$ cat src/rtl/kwd_pkg.sv
package kwd_pkg;

  localparam int WORD_W   = 32;
  localparam int RELOAD_W = 12;

  localparam logic [11:0]       MODE_KEY  = 12'hABC;
  localparam logic [9:0]        CCTL_KEY  = 10'h248;
  localparam logic [WORD_W-1:0] KICK_WORD = 32'h0000_1999;

  typedef struct packed {
    logic [1:0] plen;
    logic       irq_en;
    logic       rst_en;
    logic       run;
  } mode_t;

  typedef struct packed {
    logic [RELOAD_W-1:0] reload;
    logic [1:0]          psel;
  } cctl_t;

  // pulse length in cycles for a length code: 2, 4, 8, 16
  function automatic logic [4:0] pulse_len(input logic [1:0] code);
    return 5'd2 << code;
  endfunction

endpackage

$ cat src/rtl/kwd_regs.sv
module kwd_regs
  import kwd_pkg::*;
#(
  parameter int ADDR_W = 4
) (
  input  logic              clk,
  input  logic              rst_n,
  input  logic              valid,
  input  logic              write,
  input  logic [ADDR_W-1:0] addr,
  input  logic [WORD_W-1:0] wdata,
  input  logic              expired,
  output mode_t             mode_q,
  output cctl_t             cctl_q,
  output logic              restart_hit,
  output logic              enable_rise,
  output logic              disable_hit,
  output logic [WORD_W-1:0] rdata
);

  localparam logic [ADDR_W-1:0] A_MODE = ADDR_W'(4'h0);
  localparam logic [ADDR_W-1:0] A_CCTL = ADDR_W'(4'h4);
  localparam logic [ADDR_W-1:0] A_KICK = ADDR_W'(4'h8);
  localparam logic [ADDR_W-1:0] A_STAT = ADDR_W'(4'hC);

  logic wr, mode_key_ok, cctl_key_ok, mode_wr, cctl_wr;

  assign wr          = valid && write;
  assign mode_key_ok = (wdata[23:12] == MODE_KEY);
  assign cctl_key_ok = (wdata[23:14] == CCTL_KEY);
  assign mode_wr     = wr && (addr == A_MODE) && mode_key_ok;
  assign cctl_wr     = wr && (addr == A_CCTL) && cctl_key_ok;
  assign restart_hit = wr && (addr == A_KICK) && (wdata == KICK_WORD);
  assign enable_rise = mode_wr && wdata[0] && !mode_q.run;
  assign disable_hit = mode_wr && !wdata[0];

  always_ff @(posedge clk or negedge rst_n) begin
    if (!rst_n) begin
      mode_q <= '0;
    end else if (mode_wr) begin
      mode_q.plen   <= wdata[5:4];
      mode_q.irq_en <= wdata[2];
      mode_q.rst_en <= wdata[1];
      mode_q.run    <= wdata[0];
    end
  end

  always_ff @(posedge clk or negedge rst_n) begin
    if (!rst_n) begin
      cctl_q.reload <= '1;
      cctl_q.psel   <= 2'd3;
    end else if (cctl_wr) begin
      cctl_q.reload <= wdata[13:2];
      cctl_q.psel   <= wdata[1:0];
    end
  end

  always_comb begin
    rdata = '0;
    unique case (addr)
      A_MODE: rdata = {26'd0, mode_q.plen, 1'b0, mode_q.irq_en, mode_q.rst_en, mode_q.run};
      A_CCTL: rdata = {18'd0, cctl_q.reload, cctl_q.psel};
      A_STAT: rdata = {31'd0, expired};
      default: rdata = '0;
    endcase
  end

  // a mode write with a wrong key leaves the mode untouched
  p_bad_mode_key_r2: assert property (@(posedge clk) disable iff (!rst_n)
    (wr && addr == A_MODE && !mode_key_ok) |=> $stable(mode_q));

  // a counter-control write with a wrong key leaves the field untouched
  p_bad_cctl_key_r3: assert property (@(posedge clk) disable iff (!rst_n)
    (wr && addr == A_CCTL && !cctl_key_ok) |=> $stable(cctl_q));

endmodule

$ cat src/rtl/kwd_prescaler.sv
module kwd_prescaler #(
  parameter int PRE0_LOG2 = 3,
  parameter int PRE1_LOG2 = 6,
  parameter int PRE2_LOG2 = 9,
  parameter int PRE3_LOG2 = 12
) (
  input  logic       clk,
  input  logic       rst_n,
  input  logic       run,
  input  logic       clr,
  input  logic [1:0] psel,
  output logic       tick
);

  localparam int L01    = (PRE0_LOG2 > PRE1_LOG2) ? PRE0_LOG2 : PRE1_LOG2;
  localparam int L23    = (PRE2_LOG2 > PRE3_LOG2) ? PRE2_LOG2 : PRE3_LOG2;
  localparam int MAXLOG = (L01 > L23) ? L01 : L23;
  localparam int PW     = MAXLOG + 1;

  function automatic logic [PW-1:0] last_of(input logic [1:0] s);
    logic [63:0] d;
    unique case (s)
      2'd0: d = 64'd1 << PRE0_LOG2;
      2'd1: d = 64'd1 << PRE1_LOG2;
      2'd2: d = 64'd1 << PRE2_LOG2;
      default: d = 64'd1 << PRE3_LOG2;
    endcase
    return PW'(d - 64'd1);
  endfunction

  logic [PW-1:0] cnt_q;
  logic [PW-1:0] last;

  assign last = last_of(psel);
  // >= so a change of select to a shorter ratio cannot make the counter wrap
  assign tick = run && (cnt_q >= last);

  always_ff @(posedge clk or negedge rst_n) begin
    if (!rst_n)            cnt_q <= '0;
    else if (clr || !run)  cnt_q <= '0;
    else if (tick)         cnt_q <= '0;
    else                   cnt_q <= cnt_q + 1'b1;
  end

  // a step only comes out while running
  p_tick_only_running_r4: assert property (@(posedge clk) disable iff (!rst_n)
    !run |=> (cnt_q == '0));

endmodule

$ cat src/rtl/kwd_countdown.sv
module kwd_countdown
  import kwd_pkg::*;
#(
  parameter int SCALE_LOG2 = 12
) (
  input  logic                clk,
  input  logic                rst_n,
  input  logic                run,
  input  logic                load,
  input  logic                clear,
  input  logic                tick,
  input  logic [RELOAD_W-1:0] reload,
  output logic                expired,
  output logic                fire
);

  localparam int CNT_W = RELOAD_W + SCALE_LOG2;

  logic [CNT_W-1:0] cnt_q;
  logic [CNT_W-1:0] load_val;
  logic             expired_q;

  assign load_val = CNT_W'(reload) << SCALE_LOG2;
  // a load on the same edge suppresses the expiry: restart wins
  assign fire     = run && tick && !load && !expired_q && (cnt_q <= CNT_W'(1));
  assign expired  = expired_q;

  always_ff @(posedge clk or negedge rst_n) begin
    if (!rst_n)                            cnt_q <= '0;
    else if (load)                         cnt_q <= load_val;
    else if (run && tick && cnt_q != '0)   cnt_q <= cnt_q - 1'b1;
  end

  always_ff @(posedge clk or negedge rst_n) begin
    if (!rst_n)     expired_q <= 1'b0;
    else if (clear) expired_q <= 1'b0;
    else if (fire)  expired_q <= 1'b1;
  end

  // expiry only arises from a running counter at its last step
  p_expire_at_end_r5: assert property (@(posedge clk) disable iff (!rst_n)
    $rose(expired_q) |-> ($past(cnt_q) <= CNT_W'(1)) && $past(run));

  // a restart or disable leaves the flag clear
  p_clear_drops_flag_r6: assert property (@(posedge clk) disable iff (!rst_n)
    clear |=> !expired_q);

  // the count holds while stopped
  p_hold_stopped_r7: assert property (@(posedge clk) disable iff (!rst_n)
    (!run && !load) |=> $stable(cnt_q));

endmodule

$ cat src/rtl/kwd_pulse.sv
module kwd_pulse
  import kwd_pkg::*;
(
  input  logic       clk,
  input  logic       rst_n,
  input  logic       fire,
  input  logic       rst_en,
  input  logic [1:0] plen,
  output logic       pulse_o
);

  logic [4:0] left_q;

  always_ff @(posedge clk or negedge rst_n) begin
    if (!rst_n)                left_q <= '0;
    else if (fire && rst_en)   left_q <= pulse_len(plen);
    else if (left_q != '0)     left_q <= left_q - 1'b1;
  end

  assign pulse_o = (left_q != '0);

  // checker: length of the current high run
  logic [5:0] run_len;
  always_ff @(posedge clk or negedge rst_n) begin
    if (!rst_n)                         run_len <= '0;
    else if (!pulse_o)                  run_len <= '0;
    else if (run_len != 6'h3F)          run_len <= run_len + 1'b1;
  end

  p_fire_starts_r8: assert property (@(posedge clk) disable iff (!rst_n)
    (fire && rst_en) |=> pulse_o);

  p_pulse_bounded_r8: assert property (@(posedge clk) disable iff (!rst_n)
    pulse_o |-> (run_len < 6'd16));

endmodule

$ cat src/rtl/keyed_wdt.sv
module keyed_wdt
  import kwd_pkg::*;
#(
  parameter int ADDR_W     = 4,
  parameter int SCALE_LOG2 = 12,
  parameter int PRE0_LOG2  = 3,
  parameter int PRE1_LOG2  = 6,
  parameter int PRE2_LOG2  = 9,
  parameter int PRE3_LOG2  = 12
) (
  input  logic              clk,
  input  logic              rst_n,
  input  logic              bus_valid,
  input  logic              bus_write,
  input  logic [ADDR_W-1:0] bus_addr,
  input  logic [31:0]       bus_wdata,
  output logic [31:0]       bus_rdata,
  output logic              wdt_rst_o,
  output logic              wdt_irq_o
);

  mode_t mode_q;
  cctl_t cctl_q;
  logic  restart_hit, enable_rise, disable_hit;
  logic  tick, expired, fire;
  logic  load_evt, clear_evt;

  assign load_evt  = restart_hit || enable_rise;
  assign clear_evt = restart_hit || disable_hit;

  kwd_regs #(.ADDR_W(ADDR_W)) u_regs (
    .clk(clk), .rst_n(rst_n), .valid(bus_valid), .write(bus_write),
    .addr(bus_addr), .wdata(bus_wdata), .expired(expired),
    .mode_q(mode_q), .cctl_q(cctl_q), .restart_hit(restart_hit),
    .enable_rise(enable_rise), .disable_hit(disable_hit), .rdata(bus_rdata)
  );

  kwd_prescaler #(
    .PRE0_LOG2(PRE0_LOG2), .PRE1_LOG2(PRE1_LOG2),
    .PRE2_LOG2(PRE2_LOG2), .PRE3_LOG2(PRE3_LOG2)
  ) u_pre (
    .clk(clk), .rst_n(rst_n), .run(mode_q.run), .clr(load_evt),
    .psel(cctl_q.psel), .tick(tick)
  );

  kwd_countdown #(.SCALE_LOG2(SCALE_LOG2)) u_cnt (
    .clk(clk), .rst_n(rst_n), .run(mode_q.run), .load(load_evt),
    .clear(clear_evt), .tick(tick), .reload(cctl_q.reload),
    .expired(expired), .fire(fire)
  );

  kwd_pulse u_pulse (
    .clk(clk), .rst_n(rst_n), .fire(fire), .rst_en(mode_q.rst_en),
    .plen(mode_q.plen), .pulse_o(wdt_rst_o)
  );

  assign wdt_irq_o = expired && mode_q.irq_en;

  // interrupt drops on the edge of a valid restart
  p_irq_drop_r9: assert property (@(posedge clk) disable iff (!rst_n)
    restart_hit |=> !wdt_irq_o);

endmodule

$ cat config.mk
export PLATFORM = sky130hd
export DESIGN_NAME = keyed_wdt
export DESIGN_NICKNAME = d
export VERILOG_FILES = /design/src/rtl/kwd_pkg.sv /design/src/rtl/kwd_regs.sv /design/src/rtl/kwd_prescaler.sv /design/src/rtl/kwd_countdown.sv /design/src/rtl/kwd_pulse.sv /design/src/rtl/keyed_wdt.sv
export SDC_FILE = /design/constraint.sdc
export NUM_CORES = 1
export LEC_CHECK = 0
export ABC_AREA = 1
export BUFFER_PORTS_ARGS = -buffer_cell sky130_fd_sc_hd__buf_4
export CAP_MARGIN = 20
export CORE_UTILIZATION = 52
export DETAILED_ROUTE_END_ITERATION = 16
export GPL_TIMING_DRIVEN = 0
export PLACE_DENSITY_LB_ADDON = 0.15
export REMOVE_ABC_BUFFERS = 1
export SKIP_CTS_REPAIR_TIMING = 1
export SKIP_LAST_GASP = 1
export SLEW_MARGIN = 20
export SYNTH_ARGS = -nofsm -noshare
export SYNTH_HDL_FRONTEND = slang
export SYNTH_SLANG_ARGS = --single-unit
export TNS_END_PERCENT = 10
$ cat constraint.sdc
create_clock -name clk -period 2.1 [get_ports clk]
set_input_delay 0.42 -clock clk [delete_from_list [all_inputs] [get_ports clk]]
set_output_delay 0.42 -clock clk [all_outputs]
set_load 0.01 [all_outputs]
* Yosys cells after proc, flatten, opt, wreduce, memory -nomap -nowiden
Cells that the tools add are included.
** Operators by class
- Add/sub/neg operators :: 4
- $lt $le $gt $ge :: 2
- Equal/unequal tests :: 8
- Shift-type cells :: 1
- Muxes and demuxes :: 10
- Reductions and logical operators :: 32
** Operators by type and width (number)
- $mux 24 :: 2
- $pmux 14 s3 :: 1
- $pmux 13 s3 :: 1
- $eq 32x13->1 const B :: 1
- $mux 13 :: 2
- $le 24x1->1 const B :: 1
- $reduce_bool 24->1 :: 1
- $sub 24x1->24 const B :: 1
- $logic_and 1x1->1 :: 18
- $add 13x1->13 const B :: 1
- $ge 13x13->1 :: 1
- $sub 13x1->13 const B :: 1
- $eq 12x12->1 const B :: 1
- $eq 10x10->1 const B :: 1
- $mux 5 :: 2
- $eq 4x4->1 const B :: 2
- $reduce_bool 2->1 :: 3
- $reduce_bool 5->1 :: 1
- $shl 2x2->5 const A :: 1
- $sub 5x1->5 const B :: 1
- $eq 4x3->1 const B :: 1
- $logic_not 1->1 :: 4
- $logic_not 4->1 :: 1
- $logic_or 1x1->1 :: 3
- other kinds (4) :: 5
** Word-level totals
- Register bits :: 62
- Input port bits :: 40
- Output and inout bits :: 34
- Word-level logic and storage cells :: 67

* Depth between registers and ports, before layout
Gate-level depths: netlist of the first run.
- Depth in word-level cells :: 12
- Gate-level depth with buffers :: 15
- Depth with buffers taken out :: 14

* Modules after synthesis
From an unflattened synthesis of the first run, not the netlist that was laid out.
** Second synthesis, totals
- Cell total of the unflattened synthesis :: 683
- Area total of the unflattened synthesis :: 4708.3 µm²
** By module, submodules not included
- kwd_countdown :: instances 1, cells an instance 280, area each 1829.3 µm², sequential area each 625.6 µm²
- kwd_regs :: instances 1, cells an instance 216, area each 1503.9 µm², sequential area each 493.0 µm²
- kwd_prescaler :: instances 1, cells an instance 139, area each 1042.2 µm², sequential area each 325.3 µm²
- kwd_pulse :: instances 1, cells an instance 41, area each 306.5 µm², sequential area each 125.1 µm²
- keyed_wdt :: instances 1, cells an instance 7, area each 26.3 µm², sequential area each 0.0 µm²

* Least setup slack after synthesis of the first run
Ideal clock, no wire load.
- Kind :: register to register
- From :: register, netlist name u_regs.cctl_q[1]
- To :: register u_cnt.cnt_q[23]
- Library setup time :: 125 ps
- Arrival time :: 1998 ps
- Data required time :: 1975 ps
- Slack :: -23 ps
- Stages on the path, launching flop included :: 15
- Buffers on the path :: 1
- Clock period less this slack :: 2123 ps
- Cell sequence :: dfstp_2 inv_1 ha_1 nand2_1 nor2_1 nand2_1 nor2_2 nand3_2 nand3_4 nand2_4 a21oi_4 inv_2 buf_2 nand3_1 nand3_1
** On the way
- Longest elaborated chain between the ends :: 8
- Elaborated cells between the ends (all ways) :: 10
- Classes of those cells :: 1 x add/sub; 1 x order compare; 2 x eq/ne; 1 x mux; 5 x reduce/logical
** RTL lines
- $eq 2x2->1 (tied with other cells) :: RTL line kwd_prescaler.sv:22 : unique case (s)
- $pmux 13 s3 (*) :: RTL line kwd_prescaler.sv:22
- $sub 13x1->13 (*) :: RTL line kwd_prescaler.sv:28 : return PW'(d - 64'd1);
- $ge 13x13->1 (*) :: RTL line kwd_prescaler.sv:36 : assign tick = run && (cnt_q >= last);
- $logic_and 1x1->1 (*) :: RTL line kwd_prescaler.sv:36
- $logic_and 1x1->1 (*) (2 in series) :: RTL line kwd_countdown.sv:31 : else if (run && tick && cnt_q != '0) cnt_q <= cnt_q - 1'b1;
- $reduce_bool 2->1 (no source line) (*)
- end signal: assignment :: RTL line kwd_countdown.sv:30 : else if (load) cnt_q <= load_val;
- end signal: assignment :: RTL line kwd_countdown.sv:31
- end: declaration :: RTL line kwd_countdown.sv:19 : logic [CNT_W-1:0] cnt_q;
Every way passes the cells marked *; elsewhere a longest branch is shown, timed or not.
A chain may end at the register's enable or synchronous reset.

* Final worst setup path of the first run
- From :: register, netlist name u_regs.cctl_q[1]
- To :: register u_cnt.cnt_q[0]
** On the way
- Longest elaborated chain between the ends :: 8
- Elaborated cells between the ends (all ways) :: 10
- Classes of those cells :: 1 x add/sub; 1 x order compare; 2 x eq/ne; 1 x mux; 5 x reduce/logical
** RTL lines (RTL line)
- $eq 2x2->1 (tied with other cells) :: kwd_prescaler.sv:22
- $pmux 13 s3 (*) :: kwd_prescaler.sv:22
- $sub 13x1->13 (*) :: kwd_prescaler.sv:28
- $ge 13x13->1 (*) :: kwd_prescaler.sv:36
- $logic_and 1x1->1 (*) :: kwd_prescaler.sv:36
- $logic_and 1x1->1 (*) (2 in series) :: kwd_countdown.sv:31
- $reduce_bool 2->1 (no source line) (*)
Marks and branches as above.

==> out/results.ini, run 1 <==
[drt]
drt-initial-drc-count = 251
drt-pass1-iter-count = 5
wire_per_inst_um = 12.7
via_per_inst = 5.15
antenna_left = 0
drcViolationCount = 0
wirelength_um = 10200
dr_total_vias = 4138

[yosys]
synth_common_cells = nand2_1, nor2_1, inv_1, nand3_1, dfrtp_1
synth_cell_type_count = 43
syn_inst = 630
yosysSeqAreaShare_pct = 36.0
synthFlopType = dfrtp_1
netlist_area_um2 = 4360
yosysMostFrequentCell = nand2_1
synthTopCellsByArea = dfrtp_1, nand2_1, nor2_1, dfstp_2, inv_1
yosys.area.top_type = dfrtp_1
synth_top_area_share_pct = 27.6
synthArstFlopShare_pct = 100
synth_seq_cells = 62
syn_area_per_cell_um2 = 6.92
synth_edf_count = 0
yosysWarnings = 0

[global_routing]
gr-usage-met2_pct = 40.3
top_usage_layer = met2
antenna_found_initial = 0
grt_max_degree = 63
use_met1_pct = 32.9
grt_use_met3_pct = 4.63
grt_pass1_wl_um = 17000
grt_usage_pct = 24.8
grt_pass1_vias = 3836
grt.overflow.total = 0

[final_layout]
final_nets = 745
instances_no_fill = 803
antennaDiodeCount = 0
drive_above_1_share_pct = 18.1
design_area_um2 = 5200
syn_to_final_growth_pct = 19.4
nFillCells = 782

[timing]
setup_violations = 53
hold_viol = 0
skew_ns = 0.0168
postLayoutSetupSlackWorst_ns = -0.237
min_period_ns = 2.34
tightest_slew_ns = 0.964
relSlewSlack_pct = 35.7
drv_slew = 0
timing.hold.ws_ns = 0.163
rsz0062_at_grt = true
fmax_mhz = 428
min_period_over_period_pct = 111

[power_and_ir_drop]
irDropWorstVdd_v = 0.000297
p_leak_nw = 2.64
power.total_mw = 2.88
powerDensity_nw_per_um2 = 554

[critical_path]
worstReg2RegEnd = u_cnt.cnt_q[0]$_DFFE_PN0P_
worstReg2RegStart = u_regs.cctl_q[1]$_DFFE_PN1P_
crit_arrival_ns = 2.60
crit_type = flop to flop
cp.required_ns = 2.36
cp_cell_sequence = nand2_4, ha_1, nand2_2, nor2_4, nand2_2, nor2_2, nand3_2, nand3_4, nand2_4, a21oi_4, buf_4, nand2_1, o21ai_0
crit_path_end_kind = flop
slowest_stage = dfstp_2
critPathMaxFanout = 6
ff2ff_path_depth = 13
start_kind = flop
r2r_slack_ns = -0.24
cp_slowest_stage_delay_ns = 0.61

[floorplanning]
die_w_um = 93.5
ios = 74
core-area_um2 = 8180
rows = 33
initial_utilization_pct = 53.3
fp.dieH_um = 93.5
die_area_um2 = 8750

[clock_tree]
htree_levels = 3
path_clk_slew_ns = 0.07
cts_tree = yes
cts_buffer_depth = 2
clock_latency_ns = 0.34
cts_buffers = 9
cts-root-buf = clkbuf_8
cts.sinks = 62

[place]
dp_hpwl_um = 7310
place.gp.congestion = 0.912
dpl.cell_count = 776
port_buffers = 55
place_area_um2 = 4760

[run_status]
outcome = complete, but fails checks
violations = negative setup slack

[hold_path]
hold_path.class = input port to async pin

[flow_run]
cap_viol_max_count = 0

state kept, by name, summed over array words and instances, names as in the netlist:
| register | cells |
|---|---|
| u_cnt.expired | 1 |
| u_cnt.cnt_q | 24 |
| u_regs.mode_q | 5 |
| u_pre.cnt_q | 13 |
| u_pulse.left_q | 5 |
| u_regs.cctl_q | 14 |
critical path, delay by kind of cell, from the launching register on:
kind	cells	cell delay, ns
AO/OA/AOI/OAI	2	0.39
adder cells (fa/ha/maj)	1	0.29
buffers and inverters	1	0.20
flip-flops	1	0.61
AND/OR/NAND/NOR	9	0.75
layout make-up:
type | instances | area [µm²] | share of cell area [%]
clock inverters | 3 | 90.1 | 1.73
inverters | 92 | 353 | 6.78
repair buffers | 65 | 492 | 9.45
multi-input cells | 463 | 2410 | 46.3
flip-flops and latches | 62 | 1570 | 30.2
clock buffers | 13 | 159 | 3.05
well taps | 105 | 131 | 2.53
per-layer routing:
metal	part of all wire, %	routed length, µm	up-vias
li1	-	-	2114
met1	45	4620	1896
met2	48	4870	117
met3	5.4	546	11
met4	1.2	127	0
met5	0	0	-
kinds of logic after synthesis:
kind of cell             Yosys count  synth area share (%)
AND/OR/NAND/NOR                  346                  35.5
adder cells (fa/ha/maj)           12                  3.45
buffers and inverters            123                  12.7
flip-flops                        62                  36.0
other                              2                 0.172
XOR/XNOR                          18                  3.62
AO/OA/AOI/OAI                     67                  8.62
worst max path at each step:
stage,cells past startpoint,end,slack (ns),start
2_1_floorplan,13,u_cnt.cnt_q[10]$_DFFE_PN0P_,-0.25,u_regs.cctl_q[1]$_DFFE_PN1P_
3_3_place_gp,13,u_cnt.cnt_q[4]$_DFFE_PN0P_,-0.79,u_regs.cctl_q[1]$_DFFE_PN1P_
3_5_place_dp,13,u_cnt.cnt_q[5]$_DFFE_PN0P_,-0.83,u_regs.cctl_q[0]$_DFFE_PN1P_
4_1_cts,13,u_cnt.cnt_q[10]$_DFFE_PN0P_,-0.83,u_regs.cctl_q[0]$_DFFE_PN1P_
5_1_grt,13,u_cnt.cnt_q[1]$_DFFE_PN0P_,-0.38,u_regs.cctl_q[1]$_DFFE_PN1P_
6_report,13,u_cnt.cnt_q[0]$_DFFE_PN0P_,-0.24,u_regs.cctl_q[1]$_DFFE_PN1P_
power breakdown:
| part | switching (mW) | internal (mW) | total [mW] |
|---|---|---|---|
| registers | 0.0422 | 1.23 | 1.27 |
| logic | 0.164 | 0.118 | 0.282 |
| clock network | 0.470 | 0.856 | 1.33 |
stage by stage:
stage	utilization, %	setup WS [ns]	TNS (ns)
2_1_floorplan	-	-0.253	-4.64
3_3_place_gp	58.2	-0.791	-22.64
3_5_place_dp	58.2	-0.825	-23.39
4_1_cts	61.2	-0.830	-18.65
5_1_grt	63.6	-0.384	-15.66
6_report	63.6	-0.237	-5.96
cell usage in the layout, fill, tap and decap left out, types with 19 or more instances in the layout:
cell type	instances
dfrtp_1	48
nand2_1	117
o21ai_0	30
conb_1	19
nand3_1	54
nor2_1	102
a21oi_1	19
nand4_1	25
inv_1	89
buf_4	64
Note: power is estimated with default switching activity, not from simulation.
==> inputs of run 2 (changes only) <==
--- a/config.mk
+++ b/config.mk
@@ -8,11 +8,13 @@
 export ABC_AREA = 1
 export BUFFER_PORTS_ARGS = -buffer_cell sky130_fd_sc_hd__buf_4
 export CAP_MARGIN = 20
-export CORE_UTILIZATION = 52
+export CORE_UTILIZATION = 53
+export CTS_BUF_LIST = sky130_fd_sc_hd__clkbuf_8
 export DETAILED_ROUTE_END_ITERATION = 16
 export GPL_TIMING_DRIVEN = 0
 export PLACE_DENSITY_LB_ADDON = 0.15
 export REMOVE_ABC_BUFFERS = 1
+export SETUP_SLACK_MARGIN = 0.2
 export SKIP_CTS_REPAIR_TIMING = 1
 export SKIP_LAST_GASP = 1
 export SLEW_MARGIN = 20
==> out/results.ini, run 2 (synthesis gave the netlist of run 1 again) <==
[final_layout]
fin_util_pct = 67.4
multi_input_area_um2 = 2460
largest_register = u_cnt.cnt_q
drive_above_1_share_pct = 19.5
seqCellArea_um2 = 1570
nFillCells = 682
reg_top3 = u_cnt.cnt_q (24), u_regs.cctl_q (14), u_pre.cnt_q (13)
final_nets = 751
largest_reg_flops = 24
antennaDiodeCount = 0
syn_to_final_growth_pct = 21.5
most-common-layout-cells = nand2_1, nor2_1, inv_1
final_common_cell = nand2_1

[global_routing]
grt_max_degree = 63
grt.overflow.total = 0
grt_pass1_vias = 4016
antenna_found_initial = 0
grt_pass1_wl_um = 17500
grt_usage_pct = 25.5

[clock_tree]
cts_buffers = 9
path_clk_slew_ns = 0.07
cts_tree = yes
cts.sinks = 62
cts_buffer_depth = 2
htree_levels = 3
clock_latency_ns = 0.35
cts-root-buf = clkbuf_8

[power_and_ir_drop]
combPwrFrac_pct = 9.6
p_leak_nw = 2.67
p_int_mw = 2.29
clockPowerShare_pct = 47.9
irDropWorstVdd_v = 0.000310
pwr-share-seq_pct = 42.6
powerDensity_nw_per_um2 = 567
power_switching_uw = 709
switching_share_pct = 23.7

[floorplanning]
core-area_um2 = 7850
die_area_um2 = 8590
rows = 32
ios = 74
initial_utilization_pct = 55.5
fp.dieH_um = 92.7
die_w_um = 92.7

[timing]
tightest_slew_ns = 0.979
timing.hold.ws_ns = 0.146
setup_violations = 56
rsz0062_at_grt = true
relSlewSlack_pct = 34.6
min_period_ns = 2.50
min_period_over_period_pct = 119
fmax_mhz = 400
postLayoutSetupSlackWorst_ns = -0.400
skew_ns = 0.00981
hold_viol = 0
drv_slew = 0

[critical_path]
start_kind = flop
crit_type = flop to flop
worstReg2RegStart = u_regs.cctl_q[1]$_DFFE_PN1P_
crit_path_end_kind = flop
r2r_slack_ns = -0.40
crit_arrival_ns = 2.78
critPathMaxFanout = 8
cp.required_ns = 2.38
worstReg2RegEnd = u_cnt.cnt_q[22]$_DFFE_PN0P_
ff2ff_path_depth = 14

[drt]
wirelength_um = 10800
antenna_left = 0
dr_total_vias = 4263
drt-pass1-iter-count = 5
wire_per_inst_um = 13.3
drt-initial-drc-count = 223
drcViolationCount = 0
via_per_inst = 5.29

[flow_run]
cap_viol_max_count = 0

[hold_path]
hold_path.class = input port to async pin

[place]
place.gp.congestion = 0.882
dp_hpwl_um = 7370
port_buffers = 55

[run_status]
violations = negative setup slack
outcome = complete, but fails checks

==> run 2: cell count changes in the layout (fill, tap and decap cells not counted), sizes merged <==
cell    before  now
buf         65   67
bufinv       3    4
clkbuf      13   10
clkinv       0    4
nand2      128  130
==> run 2: how the worst max path moves through the flow <==
stage                                      start                     endpoint  slack (ns)
floorplan           u_regs.cctl_q[1]$_DFFE_PN1P_  u_cnt.cnt_q[10]$_DFFE_PN0P_       -0.25
global placement    u_regs.cctl_q[1]$_DFFE_PN1P_   u_cnt.cnt_q[8]$_DFFE_PN0P_       -0.79
detailed placement  u_regs.cctl_q[0]$_DFFE_PN1P_   u_cnt.cnt_q[7]$_DFFE_PN0P_       -0.82
CTS                 u_regs.cctl_q[1]$_DFFE_PN1P_   u_cnt.cnt_q[7]$_DFFE_PN0P_       -0.86
global route        u_regs.cctl_q[1]$_DFFE_PN1P_  u_cnt.cnt_q[12]$_DFFE_PN0P_       -0.54
finish              u_regs.cctl_q[1]$_DFFE_PN1P_  u_cnt.cnt_q[22]$_DFFE_PN0P_       -0.40
==> run 2: critical path, stage by stage (launching register included) <==
cell and delay (ns):
dfstp_2 0.60, nand2_4 0.10, ha_4 0.28, nand2_2 0.05, nor2_2 0.11, nand2_1 0.07
nor2_2 0.09, nand3_2 0.09, nand3_4 0.13, nand2_4 0.08, a21oi_4 0.31, clkinv_4 0.23
nand2_8 0.14, nand2_1 0.06, o21ai_1 0.08
==> run 2: layout make-up <==
cell class	count	share of cell area, %
inverters	92	6.67
repair inverters	2	0.189
multi-input cells	465	46.5
flip-flops and latches	62	29.7
well taps	102	2.41
clock buffers	10	2.60
clock inverters	6	2.48
repair buffers	67	9.53
==> run 2: through the flow <==
stage,std cells,setup TNS [ns],total power [mW],instance area [µm²],setup WS [ns]
2_1_floorplan,616,-4.64,1.43,4210,-0.253
5_1_grt,806,-22.41,3.12,5290,-0.545
3_5_place_dp,773,-24.23,1.58,4750,-0.825
6_report,806,-11.90,3.00,5290,-0.400
3_3_place_gp,773,-23.14,1.57,4750,-0.786
4_1_cts,789,-19.99,3.01,5020,-0.861
==> run 2: power by group through the flow <==
| stage | registers [mW] | logic [mW] | clock network [mW] |
|---|---|---|---|
| 2_1_floorplan | 1.29 | 0.147 | 0 |
| 3_3_place_gp | 1.29 | 0.272 | 0 |
| 3_5_place_dp | 1.30 | 0.280 | 0 |
| 4_1_cts | 1.27 | 0.280 | 1.45 |
| 5_1_grt | 1.28 | 0.325 | 1.51 |
| 6_report | 1.28 | 0.287 | 1.44 |
==> run 2: metal layers <==
| layer | GRT usage [%] | share of wire (%) | vias to the layer above |
|---|---|---|---|
| li1 | - | - | 2131 |
| met1 | 31.7 | 44 | 1946 |
| met2 | 42.7 | 48 | 162 |
| met3 | 6.73 | 6.0 | 24 |
| met4 | 8.97 | 2.0 | 0 |
| met5 | 0 | 0 | - |
==> inputs of run 3 (changes only) <==
--- a/config.mk
+++ b/config.mk
@@ -6,17 +6,16 @@
 export NUM_CORES = 1
 export LEC_CHECK = 0
 export ABC_AREA = 1
-export BUFFER_PORTS_ARGS = -buffer_cell sky130_fd_sc_hd__buf_4
 export CAP_MARGIN = 20
-export CORE_UTILIZATION = 53
+export CORE_UTILIZATION = 60
 export CTS_BUF_LIST = sky130_fd_sc_hd__clkbuf_8
 export DETAILED_ROUTE_END_ITERATION = 16
+export DONT_BUFFER_PORTS = 1
 export GPL_TIMING_DRIVEN = 0
 export PLACE_DENSITY_LB_ADDON = 0.15
 export REMOVE_ABC_BUFFERS = 1
 export SETUP_SLACK_MARGIN = 0.2
 export SKIP_CTS_REPAIR_TIMING = 1
-export SKIP_LAST_GASP = 1
 export SLEW_MARGIN = 20
 export SYNTH_ARGS = -nofsm -noshare
 export SYNTH_HDL_FRONTEND = slang
==> out/results.ini, run 3 (synthesis gave the netlist of run 1 again) <==
[final_layout]
syn_to_final_growth_pct = 14.4
final_nets = 699
most-common-layout-cells = nand2_1, nor2_1, inv_1
drive_above_1_share_pct = 14.6
reg_top3 = u_cnt.cnt_q (24), u_regs.cctl_q (14), u_pre.cnt_q (13)
instances_no_fill = 748
final_common_cell = nand2_1
largest_reg_flops = 24
antennaDiodeCount = 0
largest_register = u_cnt.cnt_q

[critical_path]
r2r_slack_ns = -0.29
critPathMaxFanout = 8
cp_slowest_stage_delay_ns = 0.60
cp-startpoint = u_regs.cctl_q[1]$_DFFE_PN1P_
cp.required_ns = 2.37
crit_type = flop to flop
crit_path_end_kind = flop
cp_cell_sequence = nand2_4, ha_4, nand2_4, nor2_4, nand2_2, nor2_2, nand3_2, nand3_4, nand2_8, a21oi_4, buf_12, buf_6, nand4_1, o21ai_1
slowest_stage = dfstp_2
worstReg2RegEnd = u_cnt.cnt_q[10]$_DFFE_PN0P_
cp_common_cell = nand2_4
crit_arrival_ns = 2.66
start_kind = flop
crit_end = u_cnt.cnt_q[10]$_DFFE_PN0P_
ff2ff_path_depth = 14
worstReg2RegStart = u_regs.cctl_q[1]$_DFFE_PN1P_

[global_routing]
grt.overflow.total = 0
grt_pass1_vias = 3679
grt_usage_pct = 27.6
grt_pass1_wl_um = 16200
antenna_found_initial = 0
grt_max_degree = 63

[floorplanning]
ios = 74
initial_utilization_pct = 63.1
fp.dieH_um = 87.2
die_area_um2 = 7610
die_w_um = 87.2
rows = 30
core-area_um2 = 6910

[power_and_ir_drop]
powerDensity_nw_per_um2 = 532
irDropWorstVdd_v = 0.000298
power.total_mw = 2.65
p_leak_nw = 2.44

[timing]
relSlewSlack_pct = 60.8
fmax_mhz = 418
skew_ns = 0.00879
hold_viol = 0
min_period_ns = 2.39
setup_violations = 38
postLayoutSetupSlackWorst_ns = -0.291
tightest_slew_ns = 0.587
drv_slew = 0
rsz0062_at_grt = true
min_period_over_period_pct = 114
timing.hold.ws_ns = 0.189

[drt]
drcViolationCount = 0
dr_total_vias = 4162
antenna_left = 0
wire_per_inst_um = 14.6
wirelength_um = 10900
drt-pass1-iter-count = 5
drt-initial-drc-count = 374
via_per_inst = 5.56

[clock_tree]
cts_tree = yes
cts-root-buf = clkbuf_8
htree_levels = 3
path_clk_slew_ns = 0.07
cts_buffer_depth = 2
cts.sinks = 62
clock_latency_ns = 0.34
cts_buffers = 9

[run_status]
violations = negative setup slack
outcome = complete, but fails checks

[place]
dpl.cell_count = 712
place.gp.congestion = 0.860
dp_hpwl_um = 7100
port_buffers = 0

[flow_run]
cap_viol_max_count = 0

[hold_path]
hold_path.class = input port to flop

[run 3: cell types whose count changed in the layout (fill, tap and decap cells not counted), sizes merged]
cell and delta:
dlygate4sd3 +1, inv +3, bufinv -2, clkinv -1, buf -53
[run 3: layout make-up]
class / count / area (µm²)
Timing Repair inverter: 2 / 11.3
Timing Repair Buffer: 15 / 159
Clock inverter: 6 / 77.6
Inverter: 92 / 363
Fill cell: 548 / 1920
Sequential cell: 62 / 1570
Tap cell: 96 / 120
Multi-Input combinational cell: 465 / 2550
Clock buffer: 10 / 138
[run 3: worst min path at each step]
stage                   from                             to  slack [ns]  cells past startpoint
5_1_grt        bus_wdata[11]  u_regs.cctl_q[11]$_DFFE_PN1P_        0.19                      2
2_1_floorplan          rst_n     u_cnt.cnt_q[0]$_DFFE_PN0P_        0.12                      0
4_1_cts                rst_n    u_cnt.cnt_q[19]$_DFFE_PN0P_       -0.23                      0
6_report       bus_wdata[11]  u_regs.cctl_q[11]$_DFFE_PN1P_        0.19                      2
3_5_place_dp           rst_n     u_cnt.cnt_q[2]$_DFFE_PN0P_        0.13                      0
3_3_place_gp           rst_n     u_cnt.cnt_q[2]$_DFFE_PN0P_        0.13                      0
[run 3: worst max-delay path: cells and delay by family, from the launching register on]
kind | cells | cell delay [ns]
adders and majority gates | 1 | 0.30
buffers and inverters | 2 | 0.29
DFF | 1 | 0.60
and+or+nand+nor | 9 | 0.82
AOI/OAI and AO/OA | 2 | 0.29
[run 3: metal layers]
metal	routed length [µm]	GRT usage [%]	share of wire (%)
met5	0	0	0
met4	222	8.94	2.0
met3	768	5.02	7.0
met2	5300	46.0	49
met1	4620	36.3	42
[run 3: per-stage QoR]
| step | utilization (%) | TNS [ns] | cell area [µm²] | setup WS [ns] |
|---|---|---|---|---|
| final | 72.2 | -6.69 | 4980 | -0.291 |
| after CTS | 65.9 | -18.89 | 4550 | -0.860 |
| after global routing | 72.2 | -10.96 | 4980 | -0.390 |
| after detailed placement | 62.8 | -22.68 | 4330 | -0.847 |
| after floorplan | - | -4.64 | 4210 | -0.253 |
| after global placement | 62.8 | -19.81 | 4330 | -0.758 |
[run 3: power breakdown]
part / internal (mW) / leakage [nW] / switching (mW)
Combinational: 0.0769 / 1.57 / 0.143
Clock: 0.688 / 0.119 / 0.470
Sequential: 1.23 / 0.750 / 0.0427
